### src/rtl/hz_pkg.sv
package hz_pkg;
    localparam int REG_W     = 6;
    localparam int NSRC      = 3;
    localparam int NFLAG     = 8;
    localparam int F0_BIT    = 0;
    localparam int F1_BIT    = 1;
    localparam int CARRY_BIT = 7;
    localparam int COND_W    = 3;
    localparam int CLS_W     = 3;

    localparam int RSN_RAW  = 0;
    localparam int RSN_WAW  = 1;
    localparam int RSN_MEM  = 2;
    localparam int RSN_FLAG = 3;
    localparam int RSN_COND = 4;
    localparam int RSN_BR   = 5;
    localparam int RSN_PROH = 6;
    localparam int RSN_W    = 7;

    typedef enum logic [CLS_W-1:0] {
        CLS_ALU   = 3'd0,
        CLS_MUL   = 3'd1,
        CLS_LOAD  = 3'd2,
        CLS_STORE = 3'd3,
        CLS_BR    = 3'd4
    } cls_e;

    typedef struct packed {
        cls_e                    cls;
        logic [REG_W-1:0]        dst;
        logic                    dst_en;
        logic                    dst_pair;
        logic [NSRC*REG_W-1:0]   src;
        logic [NSRC-1:0]         src_en;
        logic [NFLAG-1:0]        flg_rd;
        logic [NFLAG-1:0]        flg_wr;
        logic [COND_W-1:0]       cond;
        logic                    pm_en;
        logic [REG_W-1:0]        pm_reg;
        logic                    packed_op;
    } slot_t;

    typedef struct packed {
        logic             valid;
        logic             par;
        logic [RSN_W-1:0] reason;
    } out_t;
endpackage

### src/rtl/hz_reg_dep.sv
module hz_reg_dep
    import hz_pkg::*;
(
    input  slot_t a,
    input  slot_t b,
    output logic  raw,
    output logic  waw
);
    localparam logic [REG_W-1:0] ONE = {{(REG_W-1){1'b0}}, 1'b1};

    logic [REG_W-1:0] a_hi, b_hi;
    logic [NSRC-1:0]  src_hit;

    assign a_hi = a.dst + ONE;
    assign b_hi = b.dst + ONE;

    // register r is written by slot A (destination, pair partner or last-stage base update)
    function automatic logic a_writes(input slot_t s, input logic [REG_W-1:0] hi,
                                      input logic [REG_W-1:0] r);
        logic w;
        w = (s.dst_en && (r == s.dst || (s.dst_pair && r == hi)))
            || (s.pm_en && r == s.pm_reg);
        return w && (r != '0);
    endfunction

    generate
        for (genvar k = 0; k < NSRC; k++) begin : g_src
            assign src_hit[k] = b.src_en[k] && a_writes(a, a_hi, b.src[k*REG_W +: REG_W]);
        end
    endgenerate

    always_comb begin
        raw = |src_hit;
        waw = 1'b0;
        if (b.dst_en) begin
            waw = a_writes(a, a_hi, b.dst)
                  || (b.dst_pair && a_writes(a, a_hi, b_hi));
        end
    end
endmodule

### config.mk
export PLATFORM = sky130hd
export DESIGN_NAME = hz_reg_dep
export DESIGN_NICKNAME = d
export VERILOG_FILES = /design/src/rtl/hz_pkg.sv /design/src/rtl/hz_reg_dep.sv
export SDC_FILE = /design/constraint.sdc
export NUM_CORES = 1
export LEC_CHECK = 0
export BUFFER_PORTS_ARGS = -buffer_cell sky130_fd_sc_hd__buf_2
export CORE_UTILIZATION = 35
export DETAILED_ROUTE_END_ITERATION = 16
export PLACE_DENSITY_LB_ADDON = 0.3
export SLEW_MARGIN = 0
export SYNTH_ARGS = -nofsm -noshare
export SYNTH_HDL_FRONTEND = slang
export SYNTH_SLANG_ARGS = --single-unit
### constraint.sdc
create_clock -name vclk -period 2
set_clock_uncertainty 0.1 [all_clocks]
set_input_delay 0.1 -clock vclk [all_inputs]
set_output_delay 0.1 -clock vclk [all_outputs]
set_load 0.005 [all_outputs]
==> summary.md, run 1 <==
| Metric | Value |
|---|---|
| Main combinational cell family by area after synthesis | XOR/XNOR gates |
| Clkbuf count | 0 |
| Final min period | 1.89 ns |
| Fin Hold WS | 0.384 ns |
| Seq cells | 0 |
| Final wirelength | 4.65 mm |
| Crit path arrival time | 1.69 ns |
| Cell taking the most area after synthesis | xnor2_1 |
| Fmax | 0.529 GHz |
| Core ar. | 4090 µm² |
| # setup viols final | 0 |
| Reg area | 0 µm² |
| I/O Pins | 120 |
| Max_cap viols | 0 |
| Layout Area Growth over Synthesis | 27.8% |
| Leak pwr | 0.744 nW |
| Finished Cell Area | 1940 µm² |
| Crit-path cells | clkbuf_4 > ha_4 > nand2_1 > xnor3_1 > nand2_1 > mux2i_1 > a32oi_1 > a221oi_1 > buf_2 |
| Final Hold Fails | 0 |
| Max-slew violations | 0 |
| Vias per cell | 5.37 |
| Worst path most repeated cell | nand2_1 |
| Slew margin rel. | 70.0% |
| CP startpoint | b[51] |
| Die width | 67.8 µm |
| Synth Instances | 198 |
| Vias in the first global route | 1441 |
| Fin nets | 371 |
| Max incr delay on CP | 0.39 ns |
| Filler instances | 418 |
| Critical path depth in cells | 9 |
| Critical setup path kind | input pin to output pin |
| Mapped Area | 1520 µm² |
| Synth Warn # | 0 |
| Yosys cell types | 46 |
| Top cells by area, synth | xnor2_1 (24%), xor2_1 (21%), nor4_1 (5.0%), nand4_1 (2.9%), nor2_1 (2.7%) |
| Startpoint types | input pin |
| DRC | 0 |
| Hpwl dp | 3.87 mm |
| Period utilisation layout | 94.5% |
| Wire length per cell | 15.6 µm |
| Hold crit path type | input pin to output pin |
| Total grt overflow | 0 |
| First-pass DRT Iterations | 4 |
| Finished Core Util | 47.4% |
| Initial DRC count | 71 |
| Unrepaired setup endpoints after global routing | no |
| Cell Area, Placed | 1860 µm² |
| Layout cell share with drive strength beyond 1 | 34.3% |
| Crit. End Element | output pin |
| Largest net degree at the start of global routing | 13 |
| Synthesized Nets | 319 |
| Antenna diode count | 0 |
| Seq/Total Area, Yosys | 0% |
| Adder-cell area share of the yosys netlist | 2.48% |
| Crit path required time | 1.80 ns |
| # rows | 23 |
| GRT Overall Usage | 20.7% |
| Simple-gate share of the synthesized area | 26.7% |
| Global-route wire length before repair | 7.18 mm |
| # port buffers | 46 |
| Post-synthesis mux area share | 0.660% |
| Post-detailed-route count of antenna-violating nets | 0 |
| Initial core utilization | 37.1% |
| Syn Area/Cell | 7.66 µm² |
| Via total after detailed routing | 1599 |
| Compound-gate portion of the synthesized area | 13.1% |
| Dpl cells | 298 |
| Worst Path Max Fanout | 8 |
| Initial antenna violation count | 0 |
| Critical path destination | waw |
| Leading cell type in the layout, fill and taps excluded | buf_2 |
| Top cell family by delay on the critical path | XOR/XNOR gates |
| Crit path buf inv count | 2 |
| Die area | 4600 µm² |
| Synth Area in XOR/XNOR | 49.9% |
| Die Ht | 67.8 µm |
| Status | finished, final reports clean |
| Final Non-Filler Cells | 298 |
| Critical-path top delay cell | xnor3_1 |
| Synth top area share | 23.7% |
| RePlAce Congestion | 0.822 |
| Max IR drop VDD | 0.000104 V |
| Slew @ Worst Pin | 0.447 ns |
| PwrDens | 235 nW/µm² |
| Setup tns final | 0 ns |
| Most frequent cells in the layout | buf_2 (43), xnor2_1 (38), xor2_1 (34) |
[cell type report]
cell class | count | area, µm² | area share (%)
multi-input cells | 178 | 1470 | 76.0
repair buffers | 65 | 384 | 19.8
well taps | 50 | 62.6 | 3.23
inverters | 5 | 18.8 | 0.968
[per-stage QoR]
stage / setup WS (ns) / power (mW)
floorplan: 0.255 / 0.286
global placement: -0.0127 / 0.428
detailed placement: -0.0445 / 0.433
CTS: 0.0168 / 0.437
global route: 0.00302 / 0.498
finish: 0.109 / 0.456
[worst min path at each step]
| stage | to | slack [ns] | start | cells past startpoint |
|---|---|---|---|---|
| 3_5_place_dp | waw | 0.38 | b[49] | 4 |
| 2_1_floorplan | waw | 0.17 | b[49] | 2 |
| 4_1_cts | waw | 0.38 | b[49] | 4 |
| 5_1_grt | waw | 0.41 | b[49] | 4 |
| 3_3_place_gp | waw | 0.39 | b[49] | 4 |
| 6_report | waw | 0.38 | b[49] | 4 |
[metal layers]
layer | vias up | part of all wire [%] | GRT usage, %
li1 | 800 | - | -
met5 | - | 0 | 0
met3 | 0 | 6.3 | 1.17
met1 | 743 | 47 | 29.6
met4 | 0 | 0 | 0.260
met2 | 56 | 47 | 35.9
[cell families (layout without fill, tap and decap cells)]
family	Yosys count	in the layout
xor+xnor	81	81
simple gates	67	67
compound gates	26	26
buf+inv	20	70
fa+ha+maj	3	3
mux	1	1
[synth_stat cells, types with 2 or more instances]
cell / number
a31oi_1: 2
inv_1: 5
nand2_1: 8
nand3_2: 4
buf_4: 3
nand4b_1: 2
o211ai_1: 3
clkbuf_1: 4
a32oi_1: 2
xor2_1: 36
xor2_2: 2
nand3_1: 5
o21ai_0: 4
xnor2_1: 41
ha_1: 3
a21oi_1: 4
o311ai_0: 2
nor2_1: 11
nor3_1: 5
buf_6: 2
nor4_1: 12
nand2b_1: 3
buf_2: 6
nand4_1: 7
[where the power goes]
part	total [mW]	switching (mW)	internal [mW]
clock network	0	0	0
logic	0.456	0.241	0.214
registers	0	0	0
[timing repair]
| item | CTS | global route |
|---|---|---|
| pin swaps | 0 | 3 |
| buffers inserted | 0 | 0 |
| endpoints found under the setup margin | 1 | 2 |
| hold buffers | 0 | 0 |
| gates resized for setup | 1 | 15 |
(Power assumes the default switching activity.)
==> inputs of run 2 (changes only) <==
--- a/config.mk
+++ b/config.mk
@@ -6,9 +6,10 @@
 export NUM_CORES = 1
 export LEC_CHECK = 0
 export BUFFER_PORTS_ARGS = -buffer_cell sky130_fd_sc_hd__buf_2
+export CORE_MARGIN = 1.5
 export CORE_UTILIZATION = 35
 export DETAILED_ROUTE_END_ITERATION = 16
-export PLACE_DENSITY_LB_ADDON = 0.3
+export PLACE_DENSITY = 0.73
 export SLEW_MARGIN = 0
 export SYNTH_ARGS = -nofsm -noshare
 export SYNTH_HDL_FRONTEND = slang
==> run 2 against run 1 <==
Final cell count rose by 2.0%; count of clock-buffer cells in the layout did not move; power rose by 9.2%; critical path type unchanged; critical endpoint is now raw; largest power group unchanged.
==> summary.md, run 2 (synthesis gave the netlist of run 1 again) <==
| Metric | Value |
|---|---|
| Status | finished, final reports clean |
| Wire length per cell | 16.1 µm |
| Period utilisation layout | 97.0% |
| GRT Overall Usage | 20.2% |
| Die Ht | 68.8 µm |
| Cell Area, Placed | 1840 µm² |
| Setup tns final | 0 ns |
| Layout cell share with drive strength beyond 1 | 39.4% |
| Max IR drop VDD | 0.000109 V |
| Total grt overflow | 0 |
| Slew margin rel. | 75.5% |
| Seq cells | 0 |
| Max_cap viols | 0 |
| Antenna diode count | 0 |
| Hold_buf cts | 0 |
| HP Start | b[49] |
| Max-slew violations | 0 |
| Vias in the first global route | 1505 |
| Finished Cell Area | 2060 µm² |
| Crit path arrival time | 1.74 ns |
| # setup viols final | 0 |
| Initial antenna violation count | 0 |
| Crit. End Element | output pin |
| Most frequent cells in the layout | buf_2 (43), xnor2_1 (37), xor2_1 (32) |
| Clkbuf count | 0 |
| Reg area | 0 µm² |
| Leak pwr | 0.794 nW |
| Slew @ Worst Pin | 0.363 ns |
| First-pass DRT Iterations | 4 |
| Final Non-Filler Cells | 304 |
| Filler instances | 402 |
| Post-detailed-route count of antenna-violating nets | 0 |
| Area of the multi-input gates | 1540 µm² |
| Die area | 4740 µm² |
| Startpoint types | input pin |
| Dpl ws | -0.101 ns |
| Layout Area Growth over Synthesis | 35.8% |
| Setup ws final | 0.0594 ns |
| Fmax | 0.515 GHz |
| Initial DRC count | 113 |
| Critical setup path kind | input pin to output pin |
| Vias per cell | 5.43 |
| Initial core utilization | 37.1% |
| Largest net degree at the start of global routing | 13 |
| Crit path required time | 1.80 ns |
| I/O Pins | 120 |
| Die width | 68.8 µm |
| Final Hold Fails | 0 |
| Worst Path Max Fanout | 3 |
| Hpwl dp | 3.82 mm |
| Global-route wire length before repair | 7.20 mm |
| Final wirelength | 4.89 mm |
| PwrDens | 242 nW/µm² |
| # rows | 23 |
| Via total after detailed routing | 1650 |
| Core ar. | 4090 µm² |
| CP startpoint | a[51] |
| # port buffers | 46 |
| Leading cell type in the layout, fill and taps excluded | buf_2 |
| DRC | 0 |
| Hold crit path type | input pin to output pin |
| Fin nets | 377 |
| Dpl cells | 295 |
| RePlAce Congestion | 0.873 |
| Final min period | 1.94 ns |
## run 2: changes by cell type in the layout (fill, tap and decap cells not counted), sizes merged
cell	change
clkbuf	-1
buf	+7
## run 2: final cells by class
type               count  area share [%]
inverters              5           0.911
multi-input cells    178            74.7
well taps             50            3.04
repair buffers        71            21.4
## run 2: repair_timing
item,4_1_cts,5_1_grt
gates resized for setup,3,24
hold endpoints to repair,0,0
setup endpoints to repair,2,2
pin swaps,0,8
buffers inserted,0,9
## run 2: power by group
group	internal (mW)	switching, mW	total [mW]
clock network	0	0	0
registers	0	0	0
logic	0.236	0.262	0.498
## run 2: routing by layer
| layer | GRT usage [%] | routed length, µm | up-vias |
|---|---|---|---|
| met3 | 0.325 | 315 | 3 |
| met1 | 28.0 | 2210 | 768 |
| met5 | 0 | 0 | - |
| met2 | 35.9 | 2350 | 70 |
| li1 | - | - | 809 |
| met4 | 2.45 | 20 | 0 |
## run 2: worst paths after layout
check,cells past startpoint,slack (ns),endpoint
min,4,0.40,waw
max,11,0.06,raw
## run 2: critical path, cell delays in order
cell and delay, ns:
buf_4 0.13, ha_4 0.17, buf_4 0.15, xor2_4 0.18
buf_4 0.18, xor2_2 0.14, nor2_2 0.05, nand3_2 0.06
o221ai_1 0.10, a311o_1 0.34, buf_2 0.13
## run 2: through the flow
step	hold WS (ns)	total power, mW	utilization, %
global route	0.416	0.536	50.4
CTS	0.393	0.438	45.5
detailed placement	0.393	0.429	45.0
global placement	0.392	0.420	45.0
finish	0.396	0.498	50.4
floorplan	0.172	0.286	-
